[config.mk]
export PLATFORM = sky130hd
export DESIGN_NAME = cke_power_seq
export DESIGN_NICKNAME = d
export VERILOG_FILES = /design/src/rtl/cke_seq_pkg.sv /design/src/rtl/cke_dwell_timer.sv /design/src/rtl/pwr_sat_counter.sv /design/src/rtl/cke_power_seq.sv
export SDC_FILE = /design/constraint.sdc
export NUM_CORES = 1
export LEC_CHECK = 0
export BUFFER_PORTS_ARGS = -buffer_cell sky130_fd_sc_hd__clkbuf_2
export CAP_MARGIN = 20
export CELL_PAD_IN_SITES_DETAIL_PLACEMENT = 0
export CELL_PAD_IN_SITES_GLOBAL_PLACEMENT = 1
export CORE_MARGIN = 2
export CORE_UTILIZATION = 42
export DETAILED_ROUTE_END_ITERATION = 8
export GPL_TIMING_DRIVEN = 0
export HOLD_SLACK_MARGIN = 0.03
export PLACE_DENSITY = 0.86
export SLEW_MARGIN = 20
export SYNTH_ARGS = -nofsm -noshare
export SYNTH_HDL_FRONTEND = slang
export SYNTH_SLANG_ARGS = --single-unit
[constraint.sdc]
create_clock -name clk -period 2.8 [get_ports clk]
set_clock_uncertainty 0.15 [all_clocks]
set_input_delay 0.84 -clock clk [delete_from_list [all_inputs] [get_ports clk]]
set_output_delay 0.84 -clock clk [all_outputs]
set_load 0.02 [all_outputs]
[src/rtl/cke_seq_pkg.sv]
package cke_seq_pkg;

    typedef enum logic [2:0] {
        PS_NOT_INIT = 3'd0,
        PS_NORMAL   = 3'd1,
        PS_ACT_PD   = 3'd2,
        PS_PRE_PD   = 3'd3,
        PS_SELF_REF = 3'd4,
        PS_SR_EXIT  = 3'd5
    } pwr_state_e;

    // {cs_n, ras_n, cas_n, we_n}
    localparam logic [3:0] CMD_NOP     = 4'b0111;
    localparam logic [3:0] CMD_REFRESH = 4'b0001;

    function automatic logic cke_level(input pwr_state_e s);
        return (s == PS_NORMAL) || (s == PS_SR_EXIT);
    endfunction

endpackage

[src/rtl/cke_dwell_timer.sv]
// Counts cycles the CKE level has been held; restarts on every level flip.
module cke_dwell_timer #(
    parameter int MIN_CKE = 3
) (
    input  logic clk,
    input  logic rst_n,
    input  logic level_flip,
    output logic dwell_met,
    output logic first_cycle
);
    localparam int W = $clog2(MIN_CKE + 1);
    localparam logic [W-1:0] CAP = W'(MIN_CKE);

    logic [W-1:0] held_q;

    always_ff @(posedge clk) begin
        if (!rst_n) begin
            held_q <= W'(1);
        end else if (level_flip) begin
            held_q <= W'(1);
        end else if (held_q < CAP) begin
            held_q <= held_q + W'(1);
        end
    end

    assign dwell_met   = (held_q >= CAP);
    assign first_cycle = (held_q == W'(1));

endmodule

[src/rtl/pwr_sat_counter.sv]
// Up-counter from zero that stops at LIMIT; cleared while clear is high.
module pwr_sat_counter #(
    parameter int LIMIT = 8,
    parameter int W     = $clog2(LIMIT + 1)
) (
    input  logic         clk,
    input  logic         rst_n,
    input  logic         clear,
    output logic [W-1:0] count
);
    localparam logic [W-1:0] TOP = W'(LIMIT);

    always_ff @(posedge clk) begin
        if (!rst_n || clear) begin
            count <= '0;
        end else if (count != TOP) begin
            count <= count + W'(1);
        end
    end

endmodule

[src/rtl/cke_power_seq.sv]
module cke_power_seq
    import cke_seq_pkg::*;
#(
    parameter int MIN_CKE    = 3,
    parameter int TXSNR_CYC  = 128,
    parameter int TXSRD_CYC  = 200,
    parameter int PD_MAX_CYC = 2048
) (
    input  logic       clk,
    input  logic       rst_n,
    input  logic       init_done,
    input  logic       pd_req,
    input  logic       sr_req,
    input  logic       bank_open,
    input  logic       busy,
    input  logic       refresh_pending,
    input  logic       wake_req,
    output logic       cke,
    output logic [3:0] cmd,
    output logic [2:0] pwr_state,
    output logic       cmd_allowed,
    output logic       read_allowed,
    output logic       illegal_req
);
    localparam int SRX_W = $clog2(TXSRD_CYC + 1);
    localparam int PD_LIMIT = PD_MAX_CYC - 1;
    localparam int PD_W  = $clog2(PD_LIMIT + 1);
    localparam logic [SRX_W-1:0] SRX_END  = SRX_W'(TXSRD_CYC);
    localparam logic [SRX_W-1:0] SRX_MARK = SRX_W'(TXSNR_CYC);
    localparam logic [PD_W-1:0]  PD_END   = PD_W'(PD_LIMIT);

    pwr_state_e st_q, st_d;
    logic pend_pd_q, pend_pd_d;
    logic pend_sr_q, pend_sr_d;
    logic illegal_q, illegal_d;
    logic dwell_met, first_cycle, level_flip;
    logic req_any, strobe_bad, want_sr, want_pd;
    logic in_pd, pd_cap, srx_done, norm_open;
    logic [SRX_W-1:0] srx_cnt;
    logic [PD_W-1:0]  pd_cnt;

    // ---------------- timers ----------------
    cke_dwell_timer #(.MIN_CKE(MIN_CKE)) u_dwell (
        .clk        (clk),
        .rst_n      (rst_n),
        .level_flip (level_flip),
        .dwell_met  (dwell_met),
        .first_cycle(first_cycle)
    );

    pwr_sat_counter #(.LIMIT(TXSRD_CYC), .W(SRX_W)) u_srx_cnt (
        .clk  (clk),
        .rst_n(rst_n),
        .clear(st_q != PS_SR_EXIT),
        .count(srx_cnt)
    );

    assign in_pd = (st_q == PS_ACT_PD) || (st_q == PS_PRE_PD);

    pwr_sat_counter #(.LIMIT(PD_LIMIT), .W(PD_W)) u_pd_cnt (
        .clk  (clk),
        .rst_n(rst_n),
        .clear(!in_pd),
        .count(pd_cnt)
    );

    assign pd_cap   = (pd_cnt == PD_END);
    assign srx_done = (srx_cnt == SRX_END);

    // ---------------- state register ----------------
    always_ff @(posedge clk) begin
        if (!rst_n) begin
            st_q      <= PS_NOT_INIT;
            pend_pd_q <= 1'b0;
            pend_sr_q <= 1'b0;
            illegal_q <= 1'b0;
        end else begin
            st_q      <= st_d;
            pend_pd_q <= pend_pd_d;
            pend_sr_q <= pend_sr_d;
            illegal_q <= illegal_d;
        end
    end

    // ---------------- next state ----------------
    always_comb begin
        st_d       = st_q;
        pend_pd_d  = 1'b0;
        pend_sr_d  = 1'b0;
        illegal_d  = 1'b0;
        req_any    = pd_req || sr_req;
        strobe_bad = 1'b0;
        want_sr    = 1'b0;
        want_pd    = 1'b0;
        unique case (st_q)
            PS_NOT_INIT: begin
                illegal_d = req_any;
                if (init_done && dwell_met) begin
                    st_d = PS_NORMAL;
                end
            end
            PS_NORMAL: begin
                strobe_bad = req_any && (busy || (sr_req && bank_open));
                illegal_d  = strobe_bad;
                want_sr    = pend_sr_q || (sr_req && !strobe_bad);
                want_pd    = !want_sr && (pend_pd_q || (pd_req && !strobe_bad));
                pend_sr_d  = want_sr;
                pend_pd_d  = want_pd;
                if ((want_sr || want_pd) && dwell_met && !busy) begin
                    pend_sr_d = 1'b0;
                    pend_pd_d = 1'b0;
                    if (want_sr) begin
                        if (bank_open) begin
                            illegal_d = 1'b1;
                        end else begin
                            st_d = PS_SELF_REF;
                        end
                    end else begin
                        st_d = bank_open ? PS_ACT_PD : PS_PRE_PD;
                    end
                end
            end
            PS_ACT_PD, PS_PRE_PD: begin
                illegal_d = req_any;
                if (dwell_met && (wake_req || refresh_pending || pd_cap)) begin
                    st_d = PS_NORMAL;
                end
            end
            PS_SELF_REF: begin
                illegal_d = req_any;
                if (dwell_met && wake_req) begin
                    st_d = PS_SR_EXIT;
                end
            end
            PS_SR_EXIT: begin
                illegal_d = req_any;
                if (srx_done) begin
                    st_d = PS_NORMAL;
                end
            end
            default: st_d = PS_NOT_INIT;
        endcase
    end

    assign level_flip = cke_level(st_d) != cke_level(st_q);

    // ---------------- outputs ----------------
    always_comb begin
        norm_open    = (st_q == PS_NORMAL) && !first_cycle && !pend_pd_q && !pend_sr_q;
        cke          = cke_level(st_q);
        cmd          = (st_q == PS_SELF_REF && first_cycle) ? CMD_REFRESH : CMD_NOP;
        pwr_state    = st_q;
        read_allowed = norm_open;
        cmd_allowed  = norm_open || ((st_q == PS_SR_EXIT) && (srx_cnt > SRX_MARK));
        illegal_req  = illegal_q;
    end

endmodule

After elaboration in Yosys (flattened, before gate mapping)
Cells that the tools add are included.

storage, ports and cells
  output and inout port bits = 11
  register bits after elaboration = 27
  logic and storage cells = 84

operators by class
  add/subtract/negate cells = 3
  bitwise gates (word level) = 2
  magnitude comparators = 3
  equal/unequal tests = 14
  reductions and logical operators = 41
  mux-type cells = 14

operator list
  cell                                                 count
  2-to-1 mux 3 bit                                     8
  logical AND 1 bit                                    15
  case mux 3 bit (5 select lines)                      1
  logical OR 1 bit                                     13
  adder 11 x 1 -> 11 bit, second input constant        1
  equality test 11 bit, second input constant          1
  != test 11 bit, second input constant                1
  equality test 3 bit, second input constant           3
  adder 8 x 1 -> 8 bit, second input constant          1
  equality test 8 bit, second input constant           1
  > comparator 8 bit, second input constant            1
  logical NOT 1 bit                                    8
  != test 8 bit, second input constant                 1
  equality test 3 x 1 -> 1 bit, second input constant  2
  equality test 3 x 2 -> 1 bit, second input constant  2
  OR reduction 5 bit                                   1
  2-to-1 mux 1 bit                                     4
  OR reduction 2 bit                                   2
  logical NOT 3 bit                                    1
  != test 3 bit, second input constant                 1
  OR reduction 3 bit                                   1
  adder 2 x 1 -> 2 bit, second input constant          1
  equality test 2 x 1 -> 1 bit, second input constant  1
  >= comparator 2 bit, second input constant           1
  4 further kinds                                      5

Logic depth before layout (Yosys ltp)
Gate-level depths: netlist of run 1.

  word-level depth = 17
  depth in mapped cells = 7
  depth with buffers taken out = 6

Modules after synthesis
Synthesis of run 1 repeated with hierarchy kept, for this count alone.

second synthesis, totals
  cells, all modules = 191
  area total of the unflattened synthesis = 1606.5 µm²

modules (own cells, without submodules)
  module                       cells each  instances  area each (µm²)  seq. area each (µm²)
  cke_power_seq                76          1          555.5            120.1
  pwr_sat_counter (u_pd_cnt)   58          1          540.5            220.2
  pwr_sat_counter (u_srx_cnt)  47          1          407.9            160.2
  cke_dwell_timer              10          1          102.6            40.0

Worst setup path after synthesis of run 1
OpenSTA, ideal clock, no wires.

  path type = flip-flop to output port
  start = reg st_q[0], in the netlist pwr_state[0]
  end = out cmd_allowed
  stages on the path, launching flop included = 5
  required time = 1.810 ns
  buffers on the path = 1
  setup slack = -0.184 ns
  arrival time = 1.994 ns
  cell sequence = dfxtp_1 > buf_4 > or3b_4 > nor4_1 > a41o_1

between the ends
  word-level cells in the longest chain between the ends = 5
  elaborated cells between the ends (all ways) = 7
  those cells by class = eq/ne: 2; reduce/logical: 5

RTL lines
  element                         RTL line              source
  start: declaration              cke_power_seq.sv:32   pwr_state_e st_q, st_d;
  start signal: assignment        cke_power_seq.sv:78   st_q <= st_d;
  equality test 3 x 1 -> 1 bit    cke_power_seq.sv:149  norm_open = (st_q == PS_NORMAL) && !first_cycle && !pend_pd_q && !pend_sr_q;
  logical AND 1 bit (3 in a row)  cke_power_seq.sv:149
  net read_allowed                cke_power_seq.sv:22   output logic read_allowed,
  logical OR 1 bit                cke_power_seq.sv:154  cmd_allowed = norm_open || ((st_q == PS_SR_EXIT) && (srx_cnt > SRX_MARK));
  end: declaration                cke_power_seq.sv:21   output logic cmd_allowed,

The timed path passes the listed nets, and every way through them passes these cells.

Worst setup path in the final report of run 1
  start = reg u_srx_cnt.count[0]
  end = out cmd_allowed

between the ends
  word-level cells in the longest chain between the ends = 3

RTL lines
  element                   RTL line               source
  start: declaration        pwr_sat_counter.sv:9   output logic [W-1:0] count
  start signal: assignment  pwr_sat_counter.sv:17  count <= count + W'(1);
  > comparator 8 bit        cke_power_seq.sv:154
  logical AND 1 bit         cke_power_seq.sv:154
  logical OR 1 bit          cke_power_seq.sv:154

No other way between the ends.

==> metrics, run 1 <==
Worst Path Arrival 1990 ps; min Tclk post-route 2980 ps; Detailed Routing Iterations Pass 1 4; pin count of the biggest net entering global routing 16; drc violations 0; Avg Inst Size Synth 8.49 sq um; initial antenna violation count 0; dominant synthesized flop cell dfxtp_1; maximum vdd drop 0.199 mV; CP Launch Type flip-flop; Seq cells post-synth 27; Antenna Cells 0; worst hold path depth 2; Pleak approximately 0.63 nW; CP Class reg -> out; Yosys top cell by area dfxtp_1; Slew Viols, Final 0; distinct cell type count after synthesis 44; die width ~63 microns; post-synth top area share ~37%; syn_nets 188; Die ar. between 4000 and 5000 sq um; switching share of power a little under a third; H-tree depth 1; count of mapped cells out of synthesis 174; commonest non-fill, non-tap cells in the layout 25 x dfxtp_1, 17 x nor2_1, 16 x clkbuf_2, 14 x nand3_1, 12 x a21oi_1; global route hottest layer met2; Clock Power Share 21.3%; Layout Utilization 50.4%; WL final between 3 and 4 mm; Skew-Pair Late Insertion Delay 320 ps; Port Buffers 17; synth top area cells dfxtp_1 37%, xor2_1 5.3%, nand3_1 4.7%; setup ws final -181 ps; async set-reset flop share out of synthesis 0%; Max Buffers Root-to-Sink 2; P_sw 248 uW; area post-placement 1630 sq um; wire per inst 12.9 microns; GR met3 Demand/Resource 2.68%; CP max FO 2; f_max 335 MHz; Hold-fix buffers, CTS 0; routability cong. 0.820; CTS sink count 27; TritonCTS buffer count 3; synthesized area 1480 sq um; combinational power share 26.2%; GRT met2 Usage 30.6%; via count 1320; RSZ-0062 raised after global routing true; WHS 363 ps; Worst setup EP type primary output; FP Rows 21; synth warn 0; Layout Nets between 200 and 250; failing checks setup timing; DRT iter0 DRCs 67; power per cell area 465 nW/um^2; Core ar. 3360 sq um; Reg clk slew, reported paths 140 ps; CP Data Required Time 1810 ps; CTS tree built; initial core utilization 43.9%; endpoints failing hold 0; clock root cell clkbuf_4; GRT overflow 0; first-pass GRT wire length 5.58 mm; post-DP HPWL between 2 and 2.5 mm; remaining antenna violation count 0; status complete, but fails checks; Max Cap Viol 0; vias per cell 5.43; sequential share of power 52.5%; P_int ~540 uW; Synth-to-Final Area Change 14.7%; layout cells sized above 1 a little over a fifth; Die H 63.3 microns; HP Class reg -> reg; IO Count 20; most common cell after layout, fill and taps aside dfxtp_1; Tcrit/Tclk final 106%; part of the Yosys area used for sequential elements 36.6%; vias in the first global route between 1000 and 1500; Total GRT Usage 16.8%; EDFF count, synth 0; Final setup viols 1; design area 1690 sq um; met1 Track Usage GR 20.1%; FF-to-FF path depth 7
==> flip-flops by register name (all words and copies together) (netlist names) <==
register and cells:
illegal_req 1, pend_pd_q 1, pend_sr_q 1, pwr_state 3
u_dwell.held_q 2, u_pd_cnt.count 11, u_srx_cnt.count 8
==> worst paths after layout <==
kind / slack, ps / end / startpoint
setup / recovery: -180 / cmd_allowed / u_srx_cnt.count[0]
hold / removal: 360 / u_pd_cnt.count[1] / u_pd_cnt.count[1]
hold reg to reg: 360 / u_pd_cnt.count[1] / u_pd_cnt.count[1]
setup reg to reg: 710 / u_dwell.held_q[0] / u_dwell.held_q[0]
==> worst max-delay path: stages, from the launching register on <==
cell and delay [ps]:
dfxtp_2 350, inv_2 60, ha_1 140, or4b_4 470, or3_1 310, a41o_1 190, clkbuf_8 150
==> layout make-up <==
class                      instances  area, sq um
clock buffer                       3         22.5
tap                               46         57.6
inverter                           5         18.8
sequential                        27          546
clock inverter                     1         5.00
multi-input combinational        133          872
fill                             351         1670
buffer                             9         63.8
timing repair buffer              19          109
==> logic make-up after synthesis <==
kind of cell             share of synthesized area (%)
adder cells (fa/ha/maj)                           4.24
XOR/XNOR                                          8.31
AND/OR/NAND/NOR                                   29.5
AO/OA/AOI/OAI                                     14.6
flip-flops                                        36.6
other                                            0.509
buffers and inverters                             5.59
multiplexers                                     0.678
==> cells in the mapped netlist (all sizes together), types with 2 or more instances <==
cell type / number
xnor2: 5
nand2: 11
and4: 3
nand3: 14
nand4: 3
ha: 5
xor2: 9
clkbuf: 2
dfxtp: 27
a211oi: 3
o21ai: 5
nor3: 6
buf: 7
inv: 5
nor2: 18
nor2b: 5
a31oi: 3
and3: 2
o311ai: 2
nand2b: 4
conb: 2
a21oi: 12
or3: 5
or4: 2
==> per-layer routing <==
metal | share of wire [%] | up-vias | wire, microns
met4 | 0.54 | 0 | 17
met1 | 44 | 621 | 1370
met2 | 53 | 32 | 1650
met3 | 3.4 | 2 | 106
met5 | 0 | - | 0
li1 | - | 665 | -
==> power groups by stage <==
stage	clock, mW	combinational, mW	sequential [mW]
2_1_floorplan	0	0.135	0.426
5_1_grt	0.192	0.226	0.417
3_3_place_gp	0	0.186	0.421
6_report	0.168	0.206	0.413
3_5_place_dp	0	0.199	0.423
4_1_cts	0.178	0.203	0.414
==> timing repair <==
action | 4_1_cts | 5_1_grt
pin swaps | 1 | 0
endpoints found under the setup margin | 1 | 2
gates resized for setup | 7 | 1
buffers inserted | 2 | 0
==> per-stage QoR <==
step                setup TNS [ps]  worst slack, ps  instances  power [mW]
floorplan                        0             95.0        174       0.561
CTS                           -192             -192        243       0.795
detailed placement               0             41.4        237       0.622
global placement                 0             64.8        237       0.608
global route                  -283             -283        243       0.835
finish                        -181             -181        243       0.787
No activity file was read; power rests on OpenSTA's default activity.
==> inputs of run 2 (changes only) <==
--- a/config.mk
+++ b/config.mk
@@ -10,12 +10,13 @@
 export CELL_PAD_IN_SITES_DETAIL_PLACEMENT = 0
 export CELL_PAD_IN_SITES_GLOBAL_PLACEMENT = 1
 export CORE_MARGIN = 2
-export CORE_UTILIZATION = 42
+export CORE_UTILIZATION = 43
 export DETAILED_ROUTE_END_ITERATION = 8
 export GPL_TIMING_DRIVEN = 0
 export HOLD_SLACK_MARGIN = 0.03
-export PLACE_DENSITY = 0.86
+export PLACE_DENSITY = 0.87
 export SLEW_MARGIN = 20
 export SYNTH_ARGS = -nofsm -noshare
 export SYNTH_HDL_FRONTEND = slang
+export SYNTH_HIERARCHICAL = 1
 export SYNTH_SLANG_ARGS = --single-unit
==> run 2 against run 1 <==
Net effect:
- the run now ends clean
- power is 17% higher
- sequential share of layout area fell by 2.4 points
- setup slack improved by 280 ps
- synthesized area increased by 8.8%
- critical path depth did not move
- flip-flop and latch count stayed put
- sequential power rose by 2%
- clock power increased by 35%
- combinational power rose by 35%
- critical endpoint unchanged
- largest cell class unchanged
==> metrics, run 2 <==
first-pass GRT wire length 5.42 mm (-2.7%); Pleak 0.696 nW (+10%); design area 1820 sq um (+7.5%); dominant synthesized flop cell dfxtp_1; f_max 370 MHz (+10%); Core ar. 3630 sq um (+8.0%); distinct cell type count after synthesis 54 (+23%); IO Count 20 (unchanged); initial antenna violation count 0 (unchanged); Reg clk slew, reported paths 100 ps (-40 ps); clock root cell clkbuf_8; async set-reset flop share out of synthesis 0% (unchanged); Worst setup EP type primary output; placed insts 256 (+8.0%); RSZ-0062 raised after global routing false; Post-CTS Setup Bufs 0 (-2); Post-synth top cells 27 x dfxtp_1, 16 x nor2_1, 13 x a21oi_1, 12 x o21ai_0, 11 x nand3_1; count of mapped cells out of synthesis 191 (+9.8%); part of the Yosys area used for sequential elements 33.6% (-3.0 points); crit path buf inv count 3 (+1); syn_nets 205 (+9.0%); die width 65.1 microns (+2.9%); Detailed Routing Iterations Pass 1 4 (unchanged); DRT iter0 DRCs 90 (+34%); Total GRT Usage 16.1% (-0.73 points); Worst Path Arrival 1710 ps (-280 ps); Avg Inst Size Synth 8.41 sq um (-0.87%); layout cells sized above 1 21.7% (+0.89 points); status complete, no violations; CTS sink count 27 (unchanged); Port Buffers 17 (unchanged); Max Cap Viol 0 (unchanged); Tot Pwr 924 uW (+17%); Skew-Pair Late Insertion Delay 270 ps (-50 ps); H-tree depth 1 (unchanged); WL final 3.17 mm (+0.96%); post-synth top area share 33.6% (-3.0 points); synth warn 6 (+6); Slew Viols, Final 0 (unchanged); slowest CP cell or3b_1; Antenna Cells 0 (unchanged); Worst path top cell family by delay simple AND/OR/NAND/NOR gates; commonest non-fill, non-tap cells in the layout 26 x dfxtp_1, 17 x clkbuf_2, 16 x nor2_1, 13 x a21oi_1, 12 x o21ai_0; pin count of the biggest net entering global routing 16 (unchanged); maximum vdd drop 0.184 mV (-7.5%); via count 1383 (+4.8%); TNS Setup 0 ps (+181 ps); Final setup viols 0 (-1); EDFF count, synth 0 (unchanged); crit path cell chain buf_6, or3b_1, buf_2, nor4_4, a41o_1, buf_4; Layout Nets 227 (+7.1%); non-filler instance count after layout 260 (+7.0%); drc violations 0 (unchanged); CP Data Required Time 1810 ps (about the same); endpoints failing hold 0 (unchanged); CP Class reg -> out; Tcrit/Tclk final 96.6% (-9.9 points); max FFs per register 11 (unchanged); TritonCTS buffer count 3 (unchanged); FP Rows 22 (+4.8%); Synth-to-Final Area Change 13.3%; Die ar. 4240 sq um (+5.9%); register with the most flip-flops u_pd_cnt/count; Yosys top cell by area dfxtp_1; HP Class reg -> reg; crit-path max cell delay 370 ps (-100 ps); wire per inst 12.2 microns (-5.6%); Max Buffers Root-to-Sink 2 (unchanged); post-CTS sizing 1 (-6); area post-placement 1760 sq um (+8.2%); synth top area cells dfxtp_1 34%, a21oi_1 4.0%, ha_1 3.9%; Die H 65.1 microns (+2.9%); CTS tree built; most common cell after layout, fill and taps aside dfxtp_1; min Tclk post-route 2700 ps (-276 ps); remaining antenna violation count 0 (unchanged); CP Launch Type flip-flop; CP max FO 9 (+7); routability cong. 0.786 (-4.2%); GRT overflow 0 (unchanged); post-DP HPWL 2.38 mm (-0.23%); vias in the first global route 1245 (-4.6%); power per cell area 508 nW/um^2 (+9.3%); count leader, synth dfxtp_1; synthesized area 1610 sq um (+8.8%); Hold-fix buffers, CTS 0 (unchanged); Seq cells post-synth 27 (unchanged); vias per cell 5.32 (-2.1%); Layout Utilization 50.1% (-0.27 points); initial core utilization 44.2% (+0.32 points)
==> run 2: kinds of logic after synthesis <==
logic type,share of synthesized area (%)
compound gates,19.3
xor+xnor,4.36
fa+ha+maj,3.89
buf+inv,7.32
flops,33.6
mux,1.95
other cells,0.467
simple gates,29.1
==> run 2: final timing paths <==
check / start / end / slack (ps) / depth (start not counted)
hold / removal: u_pd_cnt/count[7] / u_pd_cnt/count[7] / 340 / 1
setup reg to reg: pwr_state[1] / u_dwell/held_q[1] / 510 / 7
setup / recovery: pwr_state[1] / cmd_allowed / 100 / 6
hold reg to reg: u_pd_cnt/count[7] / u_pd_cnt/count[7] / 340 / 1
==> run 2: where the power goes <==
| part | switching [mW] | internal [mW] |
|---|---|---|
| sequential | 0.0142 | 0.406 |
| combinational | 0.157 | 0.121 |
| clock | 0.126 | 0.0999 |
| total | 0.297 | 0.627 |
==> run 2: per-stage QoR <==
stage                     hold slack, ps  worst slack, ps
after floorplan                      295             13.3
after global placement               322              275
after detailed placement             322              293
after CTS                            345             18.6
after global routing                 389             9.91
final                                336             95.0
==> run 2: cell type report <==
| cell class | count | area (sq um) |
|---|---|---|
| Fill cell | 362 | 1810 |
| Multi-Input combinational cell | 144 | 963 |
| Buffer | 14 | 98.8 |
| Clock inverter | 1 | 5.00 |
| Clock buffer | 3 | 41.3 |
| Tap cell | 48 | 60.1 |
| Sequential cell | 27 | 542 |
| Inverter | 6 | 22.5 |
| Timing Repair Buffer | 17 | 87.6 |
==> run 2: metal layers <==
layer	wire length (microns)	up-vias	GRT usage (%)
met4	31	0	6.25
li1	-	745	-
met1	1720	614	22.6
met2	1320	20	25.0
met3	98	4	2.23
met5	0	-	0
==> run 2: worst register-to-register path, stage by stage, from the launching register on <==
cell and delay (ps):
dfxtp_1 330, buf_6 130, or3b_1 370, buf_2 170
nor4_1 350, o311a_1 220, o32ai_2 80, a2111oi_0 370
==> inputs of run 3 (changes only) <==
--- a/config.mk
+++ b/config.mk
@@ -14,7 +14,7 @@
 export DETAILED_ROUTE_END_ITERATION = 8
 export GPL_TIMING_DRIVEN = 0
 export HOLD_SLACK_MARGIN = 0.03
-export PLACE_DENSITY = 0.87
+export PLACE_DENSITY_LB_ADDON = 0.1
 export SLEW_MARGIN = 20
 export SYNTH_ARGS = -nofsm -noshare
 export SYNTH_HDL_FRONTEND = slang
==> run 3 against run 2 <==
Net effect:
- wire length is 8.0% higher
- cell count rose by 1.9%
- register-to-register slack got worse by 30 ps
- maximum frequency fell by 2.3%
- power is 6.2% higher
- highest routed layer unchanged
- critical path depth stayed put
==> metrics, run 3 (same netlist as run 2, synthesis figures left out) <==
status complete, no violations; commonest non-fill, non-tap cells in the layout 25 x dfxtp_1, 16 x nor2_1, 16 x clkbuf_2, 13 x a21oi_1, 12 x o21ai_0; slowest CP cell dfxtp_2; remaining antenna violation count 0 (unchanged); via count 1436 (+3.8%); clock root cell clkbuf_8; HP Start u_pd_cnt/count[10]; Pleak 0.723 nW (+3.8%); worst hold path depth 2 (+1); Port Buffers 17 (unchanged); WL final 3.43 mm (+8.0%); Slew Viols, Final 0 (unchanged); initial core utilization 44.2% (unchanged); Worst setup EP type primary output; Layout Nets 232 (+2.2%); vias per cell 5.42 (+1.9%); f_max 361 MHz (-2.3%); Max Buffers Root-to-Sink 2 (unchanged); CTS tree built; FF-to-FF path depth 7 (unchanged); crit-path max cell delay 350 ps (-20 ps); placed insts 256 (unchanged); Total GRT Usage 16.8% (+0.73 points); IO Count 20 (unchanged); most common cell after layout, fill and taps aside dfxtp_1; H-tree depth 1 (unchanged); non-filler instance count after layout 265 (+1.9%); Synth-to-Final Area Change 16.0%; Detailed Routing Iterations Pass 1 4 (unchanged); setup ws final 30.4 ps (-64.6 ps); Hold-fix buffers, CTS 0 (unchanged); register with the most flip-flops u_pd_cnt/count; RSZ-0062 raised after global routing true; TNS Setup 0 ps (unchanged); Worst Path Arrival 1780 ps (+70 ps); power per cell area 527 nW/um^2 (+3.7%); Max Cap Viol 0 (unchanged); DRT iter0 DRCs 79 (-12%); pre-CTS WS 284 ps (-9.37 ps); wire per inst 12.9 microns (+6.0%); Hold Path Sink u_pd_cnt/count[10]; Layout Utilization 51.3% (+1.2 points); reg-to-reg critical path endpoint u_dwell/held_q[1]; first-pass GRT wire length 5.74 mm (+5.8%); vias in the first global route 1265 (+1.6%); HP Class reg -> reg; die width 65.1 microns (unchanged); min Tclk post-route 2770 ps (+64.6 ps); R2R setup slack 480 ps (-30 ps); CP Data Required Time 1810 ps (about the same); FP Rows 22 (unchanged); Tcrit/Tclk final 98.9% (+2.3 points); pin count of the biggest net entering global routing 15 (-1); Skew-Pair Late Insertion Delay 260 ps (about the same); Reg clk slew, reported paths 90 ps (about the same); reg2reg start u_dwell/held_q[0]; endpoints failing hold 0 (unchanged); CP Launch Type flip-flop; TritonCTS buffer count 3 (unchanged); Tot Pwr 982 uW (+6.2%); CP max FO 5 (-4); layout cells sized above 1 23.5% (+1.8 points); Fillers 364 (+0.55%); CTS sink count 27 (unchanged); Core ar. 3630 sq um (unchanged); crit path cell chain buf_6, or3b_1, buf_6, nor4_4, a41o_1, buf_6; CP Class reg -> out; Final setup viols 0 (unchanged); Die H 65.1 microns (unchanged); Die ar. 4240 sq um (unchanged); routability cong. 0.848 (+7.9%); max FFs per register 11 (unchanged); maximum vdd drop 0.195 mV (+6.5%); drc violations 0 (unchanged); most frequent CP cell buf_6; initial antenna violation count 0 (unchanged); Antenna Cells 0 (unchanged); GRT overflow 0 (unchanged); post-DP HPWL 2.52 mm (+6.0%)
## run 3: report_power, final
group,internal (mW),switching (mW),total (mW),leakage [nW]
Sequential,0.406,0.0149,0.420,0.219
Combinational,0.169,0.173,0.342,0.481
Clock,0.102,0.117,0.219,0.0228
## run 3: metrics by stage
step                area (sq um)  hold slack, ps
floorplan                   1610             295
global placement            1760             319
detailed placement          1760             335
CTS                         1810             349
global route                1860             385
finish                      1860             348
## run 3: worst max path at each step
stage                             from                end  slack, ps  depth (start not counted)
after floorplan           pwr_state[0]        cmd_allowed         10                          5
after global routing      pwr_state[0]        cmd_allowed        -70                          6
after global placement    pwr_state[0]        cmd_allowed        300                          6
after detailed placement          busy  u_dwell/held_q[1]        280                          7
final                     pwr_state[0]        cmd_allowed         30                          6
after CTS                 pwr_state[0]        cmd_allowed         40                          6
## run 3: routing by layer
metal | routed length [microns] | part of all wire (%) | vias to the layer above | global-route usage [%]
met2 | 1590 | 46 | 16 | 28.1
met3 | 96 | 2.8 | 2 | 2.57
met1 | 1720 | 50 | 667 | 23.3
met4 | 18 | 0.53 | 0 | 3.13
li1 | - | - | 751 | -
met5 | 0 | 0 | - | 0
## run 3: critical path: cells and delay by family (launching register included)
kind                   cells  cell delay [ps]
flip-flops                 1              350
buffers and inverters      3              360
AND/OR/NAND/NOR            2              650
AO/OA/AOI/OAI              1              150
## run 3: cell type report
class                           count  area, sq um  area share, %
Buffer                             13         93.8           5.03
Clock buffer                        4         45.0           2.42
Inverter                            6         22.5           1.21
Multi-Input combinational cell    144          963           51.7
Sequential cell                    27          543           29.1
Tap cell                           48         60.1           3.22
Timing Repair Buffer               23          136           7.32
## run 3: what timing repair did
item | CTS | global route
gates cloned | 0 | 0
resized for setup | 1 | 10
setup endpoints to repair | 1 | 1
setup buffers | 0 | 6
pin swaps | 0 | 2
